### src/rtl/irq_vec_pkg.sv
package irq_vec_pkg;
  localparam int unsigned NSRC  = 8;
  localparam int unsigned DW    = 8;
  localparam int unsigned AW    = 8;
  localparam int unsigned IDX_W = $clog2(NSRC);

  typedef logic [NSRC-1:0] src_vec_t;
  typedef logic [DW-1:0]   byte_t;
  typedef logic [AW-1:0]   addr_t;
  typedef logic [IDX_W-1:0] idx_t;
endpackage

### src/rtl/irq_vec_regs.sv
module irq_vec_regs
  import irq_vec_pkg::*;
#(
  parameter addr_t ADDR_BASE = 8'hB0,
  parameter addr_t ADDR_MASK = 8'hB2,
  parameter addr_t ADDR_PEND = 8'hB6
) (
  input  logic     clk,
  input  logic     rst_n,
  input  addr_t    bus_addr,
  input  logic     wr_en,
  input  byte_t    wr_data,
  input  src_vec_t pend,
  output byte_t    vec_base,
  output src_vec_t en_mask,
  output src_vec_t clr_mask,
  output byte_t    rd_data
);
  logic hit_base, hit_mask, hit_pend;

  assign hit_base = (bus_addr == ADDR_BASE);
  assign hit_mask = (bus_addr == ADDR_MASK);
  assign hit_pend = (bus_addr == ADDR_PEND);

  always_ff @(posedge clk or negedge rst_n) begin
    if (!rst_n) begin
      vec_base <= '0;
      en_mask  <= '0;
    end else if (wr_en) begin
      if (hit_base) vec_base <= wr_data;
      if (hit_mask) en_mask  <= wr_data[NSRC-1:0];
    end
  end

  assign clr_mask = (wr_en && hit_pend) ? wr_data[NSRC-1:0] : '0;

  always_comb begin
    rd_data = '0;
    if (hit_base)      rd_data = vec_base;
    else if (hit_mask) rd_data = byte_t'(en_mask);
    else if (hit_pend) rd_data = byte_t'(pend);
  end

  a_r6_mask_load: assert property (@(posedge clk) disable iff (!rst_n)
    (wr_en && hit_mask) |=> (en_mask == $past(wr_data[NSRC-1:0])));
  a_r6_base_load: assert property (@(posedge clk) disable iff (!rst_n)
    (wr_en && hit_base) |=> (vec_base == $past(wr_data)));
  a_r9_other_write: assert property (@(posedge clk) disable iff (!rst_n)
    (!(wr_en && (hit_base || hit_mask))) |=> ($stable(vec_base) && $stable(en_mask)));
endmodule

### src/rtl/irq_vec_pending.sv
module irq_vec_pending
  import irq_vec_pkg::*;
(
  input  logic     clk,
  input  logic     rst_n,
  input  src_vec_t src_evt,
  input  src_vec_t clr_mask,
  output src_vec_t pend
);
  for (genvar g = 0; g < NSRC; g++) begin : g_flag
    always_ff @(posedge clk or negedge rst_n) begin
      if (!rst_n) pend[g] <= 1'b0;
      else        pend[g] <= src_evt[g] | (pend[g] & ~clr_mask[g]);
    end
  end

  // an event always leaves its bit set
  a_r1_event_sets: assert property (@(posedge clk) disable iff (!rst_n)
    (src_evt != '0) |=> ((pend & $past(src_evt)) == $past(src_evt)));
  a_r2_clear_drops: assert property (@(posedge clk) disable iff (!rst_n)
    1'b1 |=> ((pend & $past(clr_mask & ~src_evt)) == '0));
  a_r2_zero_keeps: assert property (@(posedge clk) disable iff (!rst_n)
    1'b1 |=> ((pend & $past(pend & ~clr_mask)) == $past(pend & ~clr_mask)));
endmodule

### src/rtl/irq_vec_prio.sv
module irq_vec_prio
  import irq_vec_pkg::*;
(
  input  logic     clk,
  input  logic     rst_n,
  input  src_vec_t pend,
  input  src_vec_t en_mask,
  input  byte_t    vec_base,
  output logic     irq_req,
  output byte_t    irq_vec
);
  src_vec_t req;
  idx_t     win_idx;
  logic     any;

  assign req = pend & en_mask;

  always_comb begin
    win_idx = '0;
    any     = 1'b0;
    for (int i = 0; i < NSRC; i++) begin
      if (req[i]) begin
        win_idx = idx_t'(i);
        any     = 1'b1;
      end
    end
  end

  assign irq_req = any;
  assign irq_vec = vec_base + byte_t'(win_idx);

  a_r5_highest: assert property (@(posedge clk) disable iff (!rst_n)
    irq_req |-> ((req >> win_idx) == src_vec_t'(1)));
  a_r4_quiet: assert property (@(posedge clk) disable iff (!rst_n)
    !irq_req |-> (req == '0));
endmodule

### src/rtl/irq_vec_ctrl.sv
module irq_vec_ctrl
  import irq_vec_pkg::*;
#(
  parameter logic [7:0] ADDR_BASE = 8'hB0,
  parameter logic [7:0] ADDR_MASK = 8'hB2,
  parameter logic [7:0] ADDR_PEND = 8'hB6
) (
  input  logic       clk,
  input  logic       rst_n,
  input  logic [7:0] src_evt,
  input  logic [7:0] bus_addr,
  input  logic       wr_en,
  input  logic [7:0] wr_data,
  output logic [7:0] rd_data,
  output logic       irq_req,
  output logic [7:0] irq_vec
);
  src_vec_t pend, en_mask, clr_mask;
  byte_t    vec_base;

  irq_vec_regs #(
    .ADDR_BASE(ADDR_BASE), .ADDR_MASK(ADDR_MASK), .ADDR_PEND(ADDR_PEND)
  ) u_regs (
    .clk(clk), .rst_n(rst_n), .bus_addr(bus_addr), .wr_en(wr_en),
    .wr_data(wr_data), .pend(pend), .vec_base(vec_base),
    .en_mask(en_mask), .clr_mask(clr_mask), .rd_data(rd_data)
  );

  irq_vec_pending u_pend (
    .clk(clk), .rst_n(rst_n), .src_evt(src_evt),
    .clr_mask(clr_mask), .pend(pend)
  );

  irq_vec_prio u_prio (
    .clk(clk), .rst_n(rst_n), .pend(pend), .en_mask(en_mask),
    .vec_base(vec_base), .irq_req(irq_req), .irq_vec(irq_vec)
  );

  // a write that enables an already latched bit raises the request
  a_r8_enable_latched: assert property (@(posedge clk) disable iff (!rst_n)
    (wr_en && bus_addr == ADDR_MASK && ((pend & wr_data) != '0)) |=> irq_req);
endmodule

### config.mk
export PLATFORM = sky130hd
export DESIGN_NAME = irq_vec_ctrl
export DESIGN_NICKNAME = d
export VERILOG_FILES = /design/src/rtl/irq_vec_pkg.sv /design/src/rtl/irq_vec_regs.sv /design/src/rtl/irq_vec_pending.sv /design/src/rtl/irq_vec_prio.sv /design/src/rtl/irq_vec_ctrl.sv
export SDC_FILE = /design/constraint.sdc
export NUM_CORES = 1
export LEC_CHECK = 0
export CAP_MARGIN = 20
export CORE_MARGIN = 3
export CORE_UTILIZATION = 42
export CTS_CLUSTER_DIAMETER = 200
export DETAILED_ROUTE_END_ITERATION = 8
export PLACE_DENSITY_LB_ADDON = 0.2
export SLEW_MARGIN = 20
export SYNTH_ARGS = -nofsm -noshare
export SYNTH_HDL_FRONTEND = slang
export SYNTH_HIERARCHICAL = 1
export SYNTH_SLANG_ARGS = --single-unit
export TNS_END_PERCENT = 10
### constraint.sdc
create_clock -name clk -period 1.9 [get_ports clk]
set_input_delay 0.285 -clock clk [delete_from_list [all_inputs] [get_ports clk]]
set_output_delay 0.285 -clock clk [all_outputs]
set_load 0.02 [all_outputs]
## After elaboration in Yosys (flattened, before gate mapping)

Index checks and enable logic that the tools add are counted.

- Register bits after elaboration: 24
- Input port bits: 27
- Output and inout port bits: 17
- Logic and storage cells: 61

- $add $sub $neg: 1
- Equality and inequality tests: 3
- Multiplexer cells: 19
- Bitwise operators: 25
- Reduce and logical (&&, ||, !) cells: 3

Operator list:

| cell | count |
|---|---|
| $mux 8 | 4 |
| $eq 8x8->1 const B | 3 |
| $mux 3 | 4 |
| $mux 1 | 9 |
| $add 8x3->8 | 1 |
| $and 1x1->1 | 8 |
| $and 8x8->8 | 1 |
| $not 1->1 | 8 |
| $or 1x1->1 | 8 |
| $mux 2 | 2 |
| $reduce_and 2->1 | 2 |
| $logic_and 1x1->1 | 1 |

## Longest topological paths before layout

- Word-level depth: 9
- Depth in mapped cells: 8
- Mapped depth without buffers: 8

## Modules after synthesis

The synthesis kept the hierarchy.

Modules (own cells, without submodules):

| module | instances | cells an instance | area each (µm²) | seq. area each (µm²) |
|---|---|---|---|---|
| irq_vec_regs | 1 | 77 | 923.4 | 400.4 |
| irq_vec_pending | 1 | 24 | 290.3 | 200.2 |
| irq_vec_prio | 1 | 34 | 266.5 | 0.0 |

## Worst setup path before layout

No wires, ideal clock.

- Kind: register to output
- Start point: reg u_pend.pend[2]
- End point: out irq_vec[4]
- Data arrival time: 1919 ps
- Data required time: 1615 ps
- Path slack: -304 ps
- Stages on the path, launching flop included: 9
- Buffers on the path: 0
- Cells stage by stage: dfrtp_1 > nand2_1 > a32oi_1 > o211ai_1 > ha_1 > fa_1 > a21oi_1 > nor2b_1 > xor2_1

- Cells in the longest elaborated chain, start to end: 8

RTL lines:

| element | RTL line | RTL |
|---|---|---|
| start: declaration | irq_vec_pending.sv:8 | `output src_vec_t pend` |
| start signal: indexed assignment | irq_vec_pending.sv:13 | `else pend[g] <= src_evt[g] \| (pend[g] & ~clr_mask[g]);` |
| $and 8x8->8 | irq_vec_prio.sv:16 | `assign req = pend & en_mask;` |
| $mux 2 (2 in series) | irq_vec_prio.sv:22 | `if (req[i]) begin` |
| $mux 3 (4 in series) | irq_vec_prio.sv:22 |  |
| $add 8x3->8 | irq_vec_prio.sv:30 | `assign irq_vec = vec_base + byte_t'(win_idx);` |
| end: declaration | irq_vec_ctrl.sv:16 | `output logic [7:0] irq_vec` |

Every way passes these cells.

## Worst setup path after layout

Same ends and word-level chain as after synthesis.

==> flow_metrics.env <==
export IMPL_cap_violations=0
export IMPL_status="finished with violations"
export IMPL_power_frac_comb_pct=30.4
export IMPL_swShare_pct=29.10
export IMPL_pre_cts_slack_ns=-0.7042
export IMPL_synth_top_area_share_pct=40.57
export IMPL_peakVddDrop_v=0.0003795
export IMPL_yosys_warnings=6
export IMPL_async_flop_share_pct=100.0
export IMPL_grt_antenna_before_repair=0
export IMPL_grt_pass1_wl_mm=6.748
export IMPL_drive_gt1_share_pct=49.07
export IMPL_violations="setup timing"
export IMPL_synthToLayoutAreaGrowth_pct=59.26
export IMPL_synth_adder_area_share_pct=3.888
export IMPL_hold_viol=0
export IMPL_synth_ff_type="dfrtp_1"
export IMPL_syn_nets=166
export IMPL_grt_pass1_vias=1434
export IMPL_cp_max_fo=3
export IMPL_intPower_uw=846.5
export IMPL_p_sw_uw=347.5
export IMPL_drt_iter0_drc=43
export IMPL_end_kind="primary output"
export IMPL_ys_seq_area_share_pct=40.57
export IMPL_power_frac_seq_pct=45.5
export IMPL_clk_insertion_delay_late_ns=0.32
export IMPL_ys_ff_latch=24
export IMPL_synth_cell_types=30
export IMPL_synth_edf_count=0
export IMPL_setup_viol=7
export IMPL_placement_io_buffers=43
export IMPL_cts_sinks=24
export IMPL_setup_ws_ns=-0.7054
export IMPL_pwr_share_clk_pct=24.0
export IMPL_synth_common_cells="dfrtp_1 (24), mux2_2 (24), a22oi_1 (10), nand2_1 (9)"
export IMPL_syn_mean_instance_area_um2=10.96
export IMPL_io_pins=44
export IMPL_synth_compound_area_share_pct=12.68
export IMPL_fin_worst_skew_ns=0
export IMPL_hold_path_class="in -> async"
export IMPL_synth_largest_area_cell="dfrtp_1"
export IMPL_grt_setup_unrepaired="true"
export IMPL_ant_nets=0
export IMPL_std_cell_rows=20
export IMPL_critPathKind="reg -> out"
export IMPL_die_w_um=65.37
export IMPL_hpwlAfterDp_mm=3.170
export IMPL_root_buffer="clkbuf_4"
export IMPL_grtUsageTotal_pct=21.03
export IMPL_p_leak_uw=0.001060
export IMPL_first_pass_iters=4
export IMPL_via_per_inst=5.265
export IMPL_max_freq_ghz=0.3838
export IMPL_initial_core_util_pct=46.21
export IMPL_cts_buffer_depth=2
export IMPL_tightest_slew_ns=0.3238
export IMPL_syn_area_um2=1480
export IMPL_diodes=0
export IMPL_synth_top_family_by_area="multiplexers"
export IMPL_numCtsBuffers=3
export IMPL_path_clk_slew_ns=0.14
export IMPL_synth_xor_area_share_pct=3.550
export IMPL_drcViolationCount=0
export IMPL_max_slew_margin_pct=78.41
export IMPL_routabilityCongestion=0.8971
export IMPL_synth_mux_area_share_pct=18.26
export IMPL_required_ns=1.62
export IMPL_grt_max_degree=25
export IMPL_die_h_um=65.37
export IMPL_htree_levels=1
export IMPL_num_vias=1369
export IMPL_post_route_min_period_ns=2.605
export IMPL_wirelength_mm=4.229
export IMPL_fin_util_pct=73.59
export IMPL_grt_overflow=0
export IMPL_p_per_area_nw_per_um2=506.5
export IMPL_cp_start_kind="register"
export IMPL_maxSlewViolCount=0
export IMPL_core_um2=3203
export IMPL_worstPathArrival_ns=2.32
export IMPL_synth_area_leaders="dfrtp_1 (41%), mux2_2 (18%), a22oi_1 (5.1%)"
export IMPL_cts_tree="yes"
export IMPL_synth_cells=135
export IMPL_cts_hold_buffers=0
export IMPL_finalSetupTns_ns=-4.295
export IMPL_avgRoutedWirePerCell_um=16.27
export IMPL_yosys_area_share_simple_pct=17.75
export IMPL_nets=248
export IMPL_die_area_um2=4273
export IMPL_finalCritPeriodShare_pct=137.1
==> routing by layer <==
layer,wire length [um],GRT usage (%),vias to the layer above
met1,1802,25.11,674
met5,0,0,-
met2,2179,37.55,33
met3,134,3.248,15
met4,112,8.290,0
li1,-,-,647
==> final timing paths <==
kind	startpoint	endpoint	cells past startpoint	slack (ns)
hold reg to reg	u_pend/pend[0]	u_pend/pend[0]	1	0.55
setup / recovery	u_pend/pend[2]	irq_vec[4]	9	-0.71
max in group asynchronous	rst_n	u_pend/pend[0]	2	1.35
setup reg to reg	u_regs/vec_base[1]	u_regs/vec_base[1]	2	0.94
hold / removal	rst_n	u_regs/en_mask[3]	2	0.29
min in group clk	src_evt[5]	u_pend/pend[5]	2	0.50
==> power by group through the flow <==
stage / clock network (uW) / logic (uW) / registers [uW]
3_3_place_gp: 0 / 333 / 551
6_report: 287 / 364 / 544
3_5_place_dp: 0 / 341 / 552
5_1_grt: 325 / 386 / 546
4_1_cts: 290 / 334 / 543
2_1_floorplan: 0 / 151 / 552
==> registers in the layout (all words and copies together), names as in the netlist <==
name / cells
u_regs/en_mask: 8
u_regs/vec_base: 8
u_pend/pend: 8
==> critical path, cell delays in order, from the launching register on <==
cell	delay (ns)
dfrtp_1	0.39
nand2_1	0.07
a32oi_1	0.23
o211ai_1	0.12
ha_2	0.22
fa_2	0.39
a21oi_4	0.16
nor2b_1	0.09
xor2_2	0.17
buf_4	0.16
==> kinds of logic after synthesis <==
family	after synthesis
simple gates	41
mux	24
xor+xnor	6
flops	24
fa+ha+maj	4
buf+inv	10
compound gates	26
==> through the flow <==
stage                     hold slack [ns]  power, uW  cells  instance area [um^2]
after detailed placement           0.5075      892.6    255                  2283
after global placement             0.4909      884.3    255                  2283
after global routing               0.3107       1257    260                  2357
final                              0.2949       1194    260                  2357
after CTS                          0.3096       1167    259                  2307
after floorplan                  -0.01059      702.5    135                  1529
==> cells in the final DEF, fill, tap and decap left out, types with 2 or more instances in the layout <==
master	instances
buf_6	3
a22oi_1	8
and2_1	8
clkdlybuf4s15_2	5
a21o_1	8
dfrtp_1	24
buf_2	8
buf_12	2
mux2_2	24
clkbuf_4	3
o211ai_1	2
nand2_1	7
nand3_1	2
a22oi_2	2
inv_1	8
nor2_1	8
a21oi_2	3
xor2_2	6
buf_4	35
clkdlybuf4s50_1	25
==> cell type report <==
type / count / area [um^2]
Fill cell: 249 / 845.8
Clock buffer: 4 / 36.28
Sequential cell: 24 / 600.6
Timing Repair Buffer: 79 / 691.9
Tap cell: 44 / 55.05
Inverter: 8 / 30.03
Multi-Input combinational cell: 101 / 943.4
==> what timing repair did <==
action,4_1_cts,5_1_grt
pin swaps,2,6
gates resized for setup,71,12
endpoints found under the setup margin,17,15
buffers inserted,0,1
(Power assumes the default switching activity.)
